### src/rtl/tic_pkg.sv
package tic_pkg;
  localparam int NUM_FIELDS = 4;

  typedef enum logic [2:0] {
    A_CTRL = 3'd0,
    A_IVAL = 3'd1,
    A_FRAC = 3'd2,
    A_SEC  = 3'd3,
    A_MIN  = 3'd4,
    A_HOUR = 3'd5,
    A_ICNT = 3'd6,
    A_NONE = 3'd7
  } tic_addr_e;

  // Layout of control bits [4:0]
  typedef struct packed {
    logic [1:0] unit;
    logic       single;
    logic       alarm_en;
    logic       clk_run;
  } tic_ctrl_t;
endpackage

### src/rtl/tic_field.sv
module tic_field #(
  parameter int W     = 6,
  parameter int LIMIT = 60
) (
  input  logic         clk,
  input  logic         rst_n,
  input  logic         inc,
  input  logic         wr,
  input  logic [W-1:0] wdata,
  output logic [W-1:0] value,
  output logic         carry
);
  localparam logic [W-1:0] TOP = W'(LIMIT - 1);

  logic at_top;
  assign at_top = (value >= TOP);
  assign carry  = inc && !wr && at_top;

  always_ff @(posedge clk) begin
    if (!rst_n)      value <= '0;
    else if (wr)     value <= wdata;
    else if (inc)    value <= at_top ? '0 : value + 1'b1;
  end

  p_wrap_r3: assert property (@(posedge clk) disable iff (!rst_n)
    (inc && !wr && value == TOP) |=> (value == '0));
  p_hold_r4: assert property (@(posedge clk) disable iff (!rst_n)
    (!inc && !wr) |=> $stable(value));
endmodule

### src/rtl/tic_clock.sv
module tic_clock
  import tic_pkg::*;
#(
  parameter int DW         = 8,
  parameter int FRAC_LIMIT = 128,
  parameter int SEC_LIMIT  = 60,
  parameter int MIN_LIMIT  = 60,
  parameter int HOUR_LIMIT = 24
) (
  input  logic                          clk,
  input  logic                          rst_n,
  input  logic                          step,
  input  logic [NUM_FIELDS-1:0]         wr_sel,
  input  logic [DW-1:0]                 wdata,
  output logic [NUM_FIELDS-1:0][DW-1:0] vals,
  output logic [NUM_FIELDS:0]           carries
);
  localparam int LIMS [NUM_FIELDS] = '{FRAC_LIMIT, SEC_LIMIT, MIN_LIMIT, HOUR_LIMIT};

  assign carries[0] = step;

  for (genvar i = 0; i < NUM_FIELDS; i++) begin : g_field
    localparam int L = LIMS[i];
    localparam int W = $clog2(L);
    logic [W-1:0] v;
    tic_field #(.W(W), .LIMIT(L)) u_field (
      .clk   (clk),
      .rst_n (rst_n),
      .inc   (carries[i]),
      .wr    (wr_sel[i]),
      .wdata (wdata[W-1:0]),
      .value (v),
      .carry (carries[i+1])
    );
    assign vals[i] = DW'(v);
  end
endmodule

### src/rtl/tic_alarm.sv
module tic_alarm #(
  parameter int CW = 8
) (
  input  logic          clk,
  input  logic          rst_n,
  input  logic          en,
  input  logic          single,
  input  logic          pulse,
  input  logic [CW-1:0] ival,
  input  logic          clr,
  output logic [CW-1:0] count,
  output logic          flag
);
  logic [CW-1:0] nxt;
  logic          done;
  logic          hit;
  logic          fire;

  assign nxt  = count + 1'b1;
  assign hit  = (ival != '0) && (nxt == ival);
  assign fire = en && pulse && !done && hit;

  always_ff @(posedge clk) begin
    if (!rst_n) begin
      count <= '0;
      done  <= 1'b0;
    end else if (!en) begin
      count <= '0;
      done  <= 1'b0;
    end else if (pulse && !done) begin
      if (hit && !single) begin
        count <= '0;
      end else begin
        count <= nxt;
        if (hit) done <= 1'b1;
      end
    end
  end

  always_ff @(posedge clk) begin
    if (!rst_n)    flag <= 1'b0;
    else if (fire) flag <= 1'b1;
    else if (clr)  flag <= 1'b0;
  end

  p_fire_sets_r7: assert property (@(posedge clk) disable iff (!rst_n)
    fire |=> flag);
  p_reload_r8: assert property (@(posedge clk) disable iff (!rst_n)
    (fire && !single) |=> (count == '0));
  p_oneshot_hold_r9: assert property (@(posedge clk) disable iff (!rst_n)
    (en && done) |=> $stable(count));
  p_disable_clears_r10: assert property (@(posedge clk) disable iff (!rst_n)
    !en |=> (count == '0));
  p_zero_never_r11: assert property (@(posedge clk) disable iff (!rst_n)
    (ival == '0 && !flag) |=> !flag);
  p_sticky_r12: assert property (@(posedge clk) disable iff (!rst_n)
    (flag && !clr) |=> flag);
endmodule

### src/rtl/elapsed_interval_timer.sv
module elapsed_interval_timer
  import tic_pkg::*;
#(
  parameter int DW         = 8,
  parameter int FRAC_LIMIT = 128,
  parameter int SEC_LIMIT  = 60,
  parameter int MIN_LIMIT  = 60,
  parameter int HOUR_LIMIT = 24
) (
  input  logic          clk,
  input  logic          rst_n,
  input  logic          tick,
  input  logic          wr_en,
  input  logic [2:0]    addr,
  input  logic [DW-1:0] wdata,
  output logic [DW-1:0] rdata,
  input  logic          irq_clr,
  output logic          irq
);
  localparam int CTRL_W = $bits(tic_ctrl_t);

  tic_ctrl_t                     ctrl;
  logic [DW-1:0]                 ival;
  logic [NUM_FIELDS-1:0]         field_wr;
  logic [NUM_FIELDS-1:0][DW-1:0] vals;
  logic [NUM_FIELDS:0]           carries;
  logic [DW-1:0]                 acount;
  logic                          flag;
  logic                          unit_pulse;

  // Control and interval registers
  always_ff @(posedge clk) begin
    if (!rst_n) begin
      ctrl <= '0;
      ival <= '0;
    end else if (wr_en) begin
      if (addr == A_CTRL) ctrl <= tic_ctrl_t'(wdata[CTRL_W-1:0]);
      if (addr == A_IVAL) ival <= wdata;
    end
  end

  for (genvar i = 0; i < NUM_FIELDS; i++) begin : g_wsel
    assign field_wr[i] = wr_en && (addr == 3'(A_FRAC + i));
  end

  tic_clock #(
    .DW(DW), .FRAC_LIMIT(FRAC_LIMIT), .SEC_LIMIT(SEC_LIMIT),
    .MIN_LIMIT(MIN_LIMIT), .HOUR_LIMIT(HOUR_LIMIT)
  ) u_clock (
    .clk     (clk),
    .rst_n   (rst_n),
    .step    (tick && ctrl.clk_run),
    .wr_sel  (field_wr),
    .wdata   (wdata),
    .vals    (vals),
    .carries (carries)
  );

  assign unit_pulse = carries[ctrl.unit];

  tic_alarm #(.CW(DW)) u_alarm (
    .clk    (clk),
    .rst_n  (rst_n),
    .en     (ctrl.alarm_en),
    .single (ctrl.single),
    .pulse  (unit_pulse),
    .ival   (ival),
    .clr    (irq_clr),
    .count  (acount),
    .flag   (flag)
  );

  assign irq = flag;

  always_comb begin
    rdata = '0;
    case (addr)
      A_CTRL: begin
        rdata             = DW'(ctrl);
        rdata[DW-1]       = flag;
      end
      A_IVAL: rdata = ival;
      A_FRAC: rdata = vals[0];
      A_SEC:  rdata = vals[1];
      A_MIN:  rdata = vals[2];
      A_HOUR: rdata = vals[3];
      A_ICNT: rdata = acount;
      default: rdata = '0;
    endcase
  end

  p_day_wrap_r3: assert property (@(posedge clk) disable iff (!rst_n)
    (carries[NUM_FIELDS] && !field_wr[NUM_FIELDS-1]) |=> (vals[NUM_FIELDS-1] == '0));
endmodule

### config.mk
export PLATFORM = sky130hd
export DESIGN_NAME = elapsed_interval_timer
export DESIGN_NICKNAME = d
export VERILOG_FILES = /design/src/rtl/tic_pkg.sv /design/src/rtl/tic_field.sv /design/src/rtl/tic_clock.sv /design/src/rtl/tic_alarm.sv /design/src/rtl/elapsed_interval_timer.sv
export SDC_FILE = /design/constraint.sdc
export NUM_CORES = 1
export LEC_CHECK = 0
export BUFFER_PORTS_ARGS = -buffer_cell sky130_fd_sc_hd__buf_2
export CELL_PAD_IN_SITES_DETAIL_PLACEMENT = 1
export CELL_PAD_IN_SITES_GLOBAL_PLACEMENT = 2
export CORE_UTILIZATION = 38
export DETAILED_ROUTE_END_ITERATION = 8
export GPL_ROUTABILITY_DRIVEN = 0
export PLACE_DENSITY_LB_ADDON = 0.1
export SETUP_SLACK_MARGIN = 0.5
export SLEW_MARGIN = 15
export SYNTH_ARGS = -nofsm -noshare
export SYNTH_HDL_FRONTEND = slang
export SYNTH_HIERARCHICAL = 1
export SYNTH_SLANG_ARGS = --single-unit
### constraint.sdc
create_clock -name clk -period 5.5 [get_ports clk]
set_clock_uncertainty 0.1 [all_clocks]
set_input_delay 0.275 -clock clk [delete_from_list [all_inputs] [get_ports clk]]
set_output_delay 0.275 -clock clk [all_outputs]
set_load 0.01 [all_outputs]
==> metrics <==
DRC violations left 0; Nets 433; CP max stage delay 0.43 ns; Switching Fraction 25.6%; min-delay src wdata[7]; Clk pwr share 36.1%; Slew @ Worst Pin 0.914 ns; Num Clock Sinks 47; pwr dens 187 nW/um2; Final Setup Violations 0; WL met3 294 um; RSZ-0062 raised after global routing false; Post-CTS Setup Bufs 0; area grow syn2layout 6.82%; cell row count 34; initial antenna violation count 0; Mapped Avg Cell Area 8.67 um2; clock-pin slew on the worst setup and hold paths 0.09 ns; share of total power in sequential cells 52.0%; GRT Util Overall 22.7%; top layer in use met4; number of global-route vias before repair 3152; Initial Util 39.4%; reg2reg start ctrl[0]$_SDFFE_PN0P_; CTS tree done; CTS Buf Count 5; final wirelength 10300 um; antenna-violating nets left 0; hold_buf cts 0; layout cells sized above 1 15.5%; combinational power share 12.0%; Final period util 75.2%; mapped cell area 3450 um2; GRT overflow 0; wire per inst 19.8 um; crit-path cells buf_2 > nand2b_1 > nor3b_1 > buf_4 > nor2b_1 > nor4b_1 > buf_4 > inv_1 > nor3_1 > buf_4 > inv_1 > nor3_1 > buf_4 > mux4_2 > nor2b_1 > or2b_1 > a2111oi_4 > nor3_1; Design Power 0.688 mW; core area 8760 um2; htree depth 2; critical path's slowest cell nor2b_1; largest net degree at the start of global routing 35; ant diodes 0; HPWL Detailed 7750 um; CP most frequent cell buf_4; metal2 WL 4730 um; Worst-Skew Late Latency 0.30 ns; worst path required time 5.58 ns; DR vias/cell 5.94; Peak VDD IR 81.6 uV; status complete, no violations; Die Ht 97.3 um; CTS Buffer Depth 2; Post-Route M1 WL 5220 um; max-cap viol count 0; initial DRC count 118; Cells after Synth 398; Slew Viols, Final 0; TritonRoute pass-1 iters 4; Fillers 1048; synth warn 6; startpoint type of the worst setup path input port; switching pwr 0.176 mW; Slew headroom 38.9%; die span in x 97.3 um; LEAKAGE 1.30 nW; critical path peak fanout 27; die area 9470 um2; HP Class in -> reg; first-pass GRT wire length 17100 um; Buffers on Ports 24; internal power 0.512 mW; critical path launch point addr[0]; Arrival @ worst endpoint 4.21 ns; IO Pins 25; Via Count 3091; Root Driver clkbuf_8; CTS resizes 0; setup TNS 0 ns; Crit Path Class in -> reg; Fmax 0.242 GHz; Crit. End Element flip-flop; Tmin final 4.14 ns; Hold Violations, Final 0
-- layout make-up --
class	instances	area, um2	share of cell area (%)
Multi-Input combinational cell	310	2280	61.8
Sequential cell	47	941	25.5
Timing Repair Buffer	29	158	4.28
Tap cell	108	135	3.67
Clock buffer	6	72.6	1.97
Inverter	19	71.3	1.93
Clock inverter	1	30.0	0.815
-- flip-flops by register name, summed over array words and instances, names as in the netlist --
name,cells
ctrl,5
ival,8
u_alarm/count,8
u_alarm/done,1
u_alarm/flag,1
u_clock/g_field.u_field/value,24
-- stage by stage --
stage	cells	area [um2]	hold slack, ns	util (%)	worst slack, ns
after detailed placement	513	3580	0.366	40.9	1.04
after global placement	513	3580	0.356	40.9	1.16
after CTS	520	3690	0.144	42.1	1.35
after floorplan	405	3480	0.298	-	1.28
after global routing	520	3690	0.147	42.1	0.926
final	520	3690	0.143	42.1	1.36
-- power groups by stage --
stage / logic, mW / clock network (mW) / registers, mW
CTS: 0.0824 / 0.258 / 0.358
global route: 0.0909 / 0.275 / 0.359
floorplan: 0.0604 / 0 / 0.361
detailed placement: 0.0820 / 0 / 0.366
finish: 0.0823 / 0.248 / 0.358
global placement: 0.0807 / 0 / 0.366
-- cells in the final DEF (no fill, tap or decap), drive strengths merged, types with 8 or more instances in the layout --
cell and instances:
dfxtp 47, o22ai 19, xnor2 8, nor3b 20
conb 8, nor3 9, and3 8, a21oi 32
mux2i 19, xor2 17, nand2 19, nor2b 19
buf 29, nand3 20, inv 19, o21ai 10
-- path summary, 6_finish.rpt --
kind / end / slack (ns) / cells past startpoint
setup / recovery: u_alarm/count[5]$_SDFFE_PN0P_ / 1.36 / 18
hold / removal: ival[7]$_SDFFE_PN0P_ / 0.14 / 3
hold reg to reg: u_alarm/done$_SDFFE_PN0P_ / 0.37 / 2
setup reg to reg: u_alarm/count[5]$_SDFFE_PN0P_ / 1.41 / 15
-- metal layers --
metal | GRT usage, % | vias to the layer above
li1 | - | 1499
met1 | 33.2 | 1546
met2 | 36.2 | 42
met3 | 2.73 | 4
met4 | 3.73 | 0
met5 | 0 | -
-- worst max-delay path, delay by kind of cell --
| kind | cells | cell delay [ns] |
|---|---|---|
| AOI/OAI and AO/OA | 1 | 0.36 |
| buffers and inverters | 7 | 1.33 |
| muxes | 1 | 0.27 |
| and+or+nand+nor | 9 | 1.94 |
(Power assumes the default switching activity.)
